[src/rtl/comm_loss_watchdog.sv]
module comm_loss_watchdog #(
  parameter int TIMEOUT_TICKS = 41
) (
  input  logic clk,
  input  logic rst_n,
  input  logic tick_ms,
  input  logic xchg_call,
  input  logic wparm_call,
  input  logic cfg_always_on,
  input  logic cfg_pin_enable,
  input  logic p0_level,
  output logic no_exchange,
  output logic reset_req,
  output logic cfg_error
);
  // TIMEOUT_TICKS must be at least 2
  localparam int CW = $clog2(TIMEOUT_TICKS + 1);
  localparam logic [CW-1:0] LAST = CW'(TIMEOUT_TICKS - 1);
  localparam logic [CW-1:0] FULL = CW'(TIMEOUT_TICKS);

  logic [CW-1:0] cnt;
  logic call, wd_on, expire;

  assign call      = xchg_call | wparm_call;
  assign wd_on     = cfg_always_on | (cfg_pin_enable & p0_level);
  assign cfg_error = cfg_always_on & cfg_pin_enable;
  assign expire    = tick_ms & ~call & (cnt >= LAST);

  always_ff @(posedge clk) begin
    if (!rst_n) begin
      cnt         <= '0;
      no_exchange <= 1'b0;
      reset_req   <= 1'b0;
    end else if (call) begin
      cnt         <= '0;
      no_exchange <= 1'b0;
      reset_req   <= 1'b0;
    end else if (expire) begin
      cnt         <= wd_on ? '0 : FULL;
      no_exchange <= 1'b1;
      reset_req   <= wd_on;
    end else begin
      if (tick_ms) cnt <= cnt + 1'b1;
      reset_req <= 1'b0;
    end
  end

  p_count_bound_r5: assert property (@(posedge clk) disable iff (!rst_n)
    cnt <= FULL);

  p_call_clears_r2: assert property (@(posedge clk) disable iff (!rst_n)
    (xchg_call | wparm_call) |=> (!no_exchange && !reset_req));

  p_single_pulse_r4: assert property (@(posedge clk) disable iff (!rst_n)
    reset_req |=> !reset_req);

  p_reset_with_status_r4: assert property (@(posedge clk) disable iff (!rst_n)
    reset_req |-> no_exchange);

  p_reset_needs_enable_r6: assert property (@(posedge clk) disable iff (!rst_n)
    reset_req |-> $past(cfg_always_on | (cfg_pin_enable & p0_level)));

  p_status_needs_tick_r3: assert property (@(posedge clk) disable iff (!rst_n)
    $rose(no_exchange) |-> $past(tick_ms));

  p_idle_holds_r9: assert property (@(posedge clk) disable iff (!rst_n)
    (!tick_ms && !xchg_call && !wparm_call) |=> ($stable(cnt) && !reset_req));
endmodule

[config.mk]
export PLATFORM = sky130hd
export DESIGN_NAME = comm_loss_watchdog
export DESIGN_NICKNAME = d
export VERILOG_FILES = /design/src/rtl/comm_loss_watchdog.sv
export SDC_FILE = /design/constraint.sdc
export NUM_CORES = 1
export LEC_CHECK = 0
export BUFFER_PORTS_ARGS = -buffer_cell sky130_fd_sc_hd__buf_4
export CAP_MARGIN = 10
export CORE_AREA = 2 2 39 41
export DETAILED_ROUTE_END_ITERATION = 10
export DIE_AREA = 0 0 41 43
export PLACE_DENSITY = 0.62
export SYNTH_ARGS = -nofsm -noshare
export SYNTH_HDL_FRONTEND = slang
export SYNTH_SLANG_ARGS = --single-unit
export TNS_END_PERCENT = 10
[constraint.sdc]
create_clock -name clk -period 1.8 [get_ports clk]
set_input_delay 0.09 -clock clk [delete_from_list [all_inputs] [get_ports clk]]
set_output_delay 0.09 -clock clk [all_outputs]
set_load 0.005 [all_outputs]
==> flow_metrics.env <==
export IMPL_core_area_um2=1384
export IMPL_synth_xor_area_share_pct=3.944
export IMPL_fin_crit_ns=1.199
export IMPL_num_antenna_cells=0
export IMPL_min_delay_path_class="input port to flop"
export IMPL_gp_congestion=0.7997
export IMPL_io_pins=11
export IMPL_n_fill_cell=142
export IMPL_postCtsHoldBufs=0
export IMPL_switching_share_pct=23.75
export IMPL_hpwlAfterDp_um=686.1
export IMPL_synth_fp_nets=58
export IMPL_start_kind="flop"
export IMPL_avgViaCountPerCell=5.145
export IMPL_setup_ws_ns=0.6011
export IMPL_ys_ff_latch=8
export IMPL_skew_ns=0.005405
export IMPL_cts_root_buf="clkbuf_4"
export IMPL_synth_area_mux_share_pct=2.254
export IMPL_grt_max_degree=12
export IMPL_syn2layout_area_growth_pct=25.35
export IMPL_path_clk_slew_ns=0.06
export IMPL_yosys_warnings=0
export IMPL_numCtsBuffers=3
export IMPL_grt_overflow_total=0
export IMPL_syn_area_um2=444.2
export IMPL_syn_area_per_cell_um2=9.254
export IMPL_die_area_um2=1763
export IMPL_cts_tree="done"
export IMPL_final_common_cell="buf_4"
export IMPL_p_switching_uw=84.67
export IMPL_die_w_um=41
export IMPL_period_share_pct=66.60
export IMPL_cts_buffer_depth=2
export IMPL_drt_wl_total_um=897
export IMPL_synth_distinct_cells=25
export IMPL_route_detailed_drc=0
export IMPL_start_util_pct=32.10
export IMPL_cp_data_arrival_time_ns=1.37
export IMPL_vdd_drop_max_v=0.0003534
export IMPL_setup_viol=0
export IMPL_end_kind="flop"
export IMPL_fmax_ghz=0.8341
export IMPL_p_int_uw=271.8
export IMPL_synth_compound_area_share_pct=22.82
export IMPL_track_usage_pct=12.47
export IMPL_finalSetupTns_ns=0
export IMPL_slew_viol_final=0
export IMPL_place_ws_ns=0.6242
export IMPL_combPwrFrac_pct=9.9
export IMPL_drt_initial_drc_count=3
export IMPL_wire_per_inst_um=11.80
export IMPL_final_net_count=72
export IMPL_syn_inst=48
export IMPL_cts_num_sinks=8
export IMPL_crit_required_ns=1.98
export IMPL_grt_pass1_vias=352
export IMPL_relSlewSlack_pct=80.43
export IMPL_drive_above_1_share_pct=31.67
export IMPL_maxCapViolations=0
export IMPL_clk_latency_ns=0.26
export IMPL_grt_pass1_wl_um=1462
export IMPL_rows=14
export IMPL_ys_seq_area_share_pct=36.06
export IMPL_die_h_um=43
export IMPL_synth_top_family_by_area="simple AND/OR/NAND/NOR gates"
export IMPL_synth_simple_area_share_pct=26.48
export IMPL_drtPass1Iterations=3
export IMPL_crit_path_max_fanout=7
export IMPL_post_cts_buffers=0
export IMPL_layout_common_cells="10 x buf_4, 8 x dfxtp_1, 5 x nor3_1"
export IMPL_p_seq_share_pct=50.1
export IMPL_status="finished clean"
export IMPL_vias=391
export IMPL_antenna_found_initial=0
export IMPL_pwr_share_clk_pct=40.0
export IMPL_io_buffers=10
export IMPL_ctsHtreeMaxLevel=1
export IMPL_hold_viol=0
export IMPL_rsz0062_at_grt="false"
export IMPL_placed_cell_area_um2=534.3
export IMPL_worstMarginPinSlew_ns=0.2936
export IMPL_leakage_uw=0.0002206
export IMPL_powerDensity_nw_per_um2=640.3
export IMPL_criticalPathCategory="flop to flop"
export IMPL_final_design_area_no_fill_um2=556.8
export IMPL_final_antenna_net_count=0
export IMPL_cts_resized=0
export IMPL_synth_adder_area_share_pct=5.634
-- flip-flops by register name (all words and copies together), names as in the netlist --
| register | cells |
|---|---|
| no_exchange | 1 |
| reset_req | 1 |
| cnt | 6 |
-- cell usage after synthesis, drive strengths merged --
library cell,count,area share (%)
nand3,4,4.5
nor2b,1,1.4
a21oi,3,5.9
nor3,5,5.6
ha,2,5.6
o21ai,1,1.1
o21a,1,1.7
a31oi,1,1.4
nor3b,1,1.7
buf,1,1.1
o2111ai,1,3.4
o2111a,1,4.5
and2,2,2.8
nor2,4,5.1
xor2,2,3.9
nand4,1,1.4
o22ai,1,1.4
nand2,4,3.9
mux2i,1,2.3
dfxtp,8,36
a221oi,1,3.4
inv,2,1.7
-- critical path: stages (launching register included) --
cell	delay [ns]
dfxtp_1	0.38
o2111ai_2	0.33
o21ai_1	0.14
a221oi_2	0.27
-- worst paths after layout --
kind,start,end,slack (ns),depth (start not counted)
max,cnt[3],cnt[0],0.60,3
min,cfg_always_on,reset_req,0.13,3
max reg2reg,cnt[3],cnt[0],0.60,3
min reg2reg,no_exchange,no_exchange,0.47,2
-- power groups by stage --
stage	Sequential [µW]	Combinational, µW	Clock, µW
floorplan	182	15.5	0
global placement	183	34.8	0
detailed placement	183	35.4	0
CTS	179	35.4	146
global route	179	37.6	155
finish	179	35.2	143
-- final cells by class --
| type | instances | area [µm²] | area share [%] |
|---|---|---|---|
| sequential | 8 | 160.2 | 28.76 |
| inverter | 2 | 7.507 | 1.348 |
| clock buffer | 3 | 22.52 | 4.045 |
| tap | 16 | 20.02 | 3.596 |
| timing repair buffer | 10 | 75.07 | 13.48 |
| multi-input combinational | 37 | 271.5 | 48.76 |
-- stage by stage --
stage	util, %	hold slack, ns	instances	total power, µW
2_1_floorplan	-	0.2589	48	197.8
3_3_place_gp	38.61	0.3964	73	217.3
3_5_place_dp	38.61	0.3963	73	218.0
4_1_cts	40.24	0.1319	76	359.7
5_1_grt	40.24	0.1599	76	371.3
6_report	40.24	0.1331	76	356.5
-- cell families (layout without fill, tap and decap cells) --
| family | count (synthesis) | in the layout |
|---|---|---|
| and+or+nand+nor | 22 | 22 |
| AOI/OAI and AO/OA | 10 | 10 |
| DFF | 8 | 8 |
| buffers and inverters | 3 | 15 |
| adders and majority gates | 2 | 2 |
| xor gates and xnor gates | 2 | 2 |
| muxes | 1 | 1 |
-- metal layers --
metal / global-route usage [%] / share of wire, %
met1: 16.18 / 48
met3: 3.141 / 3.8
met4: 8.000 / 1.7
met2: 17.50 / 47
met5: 0 / 0
No activity file was read; power rests on OpenSTA's default activity.
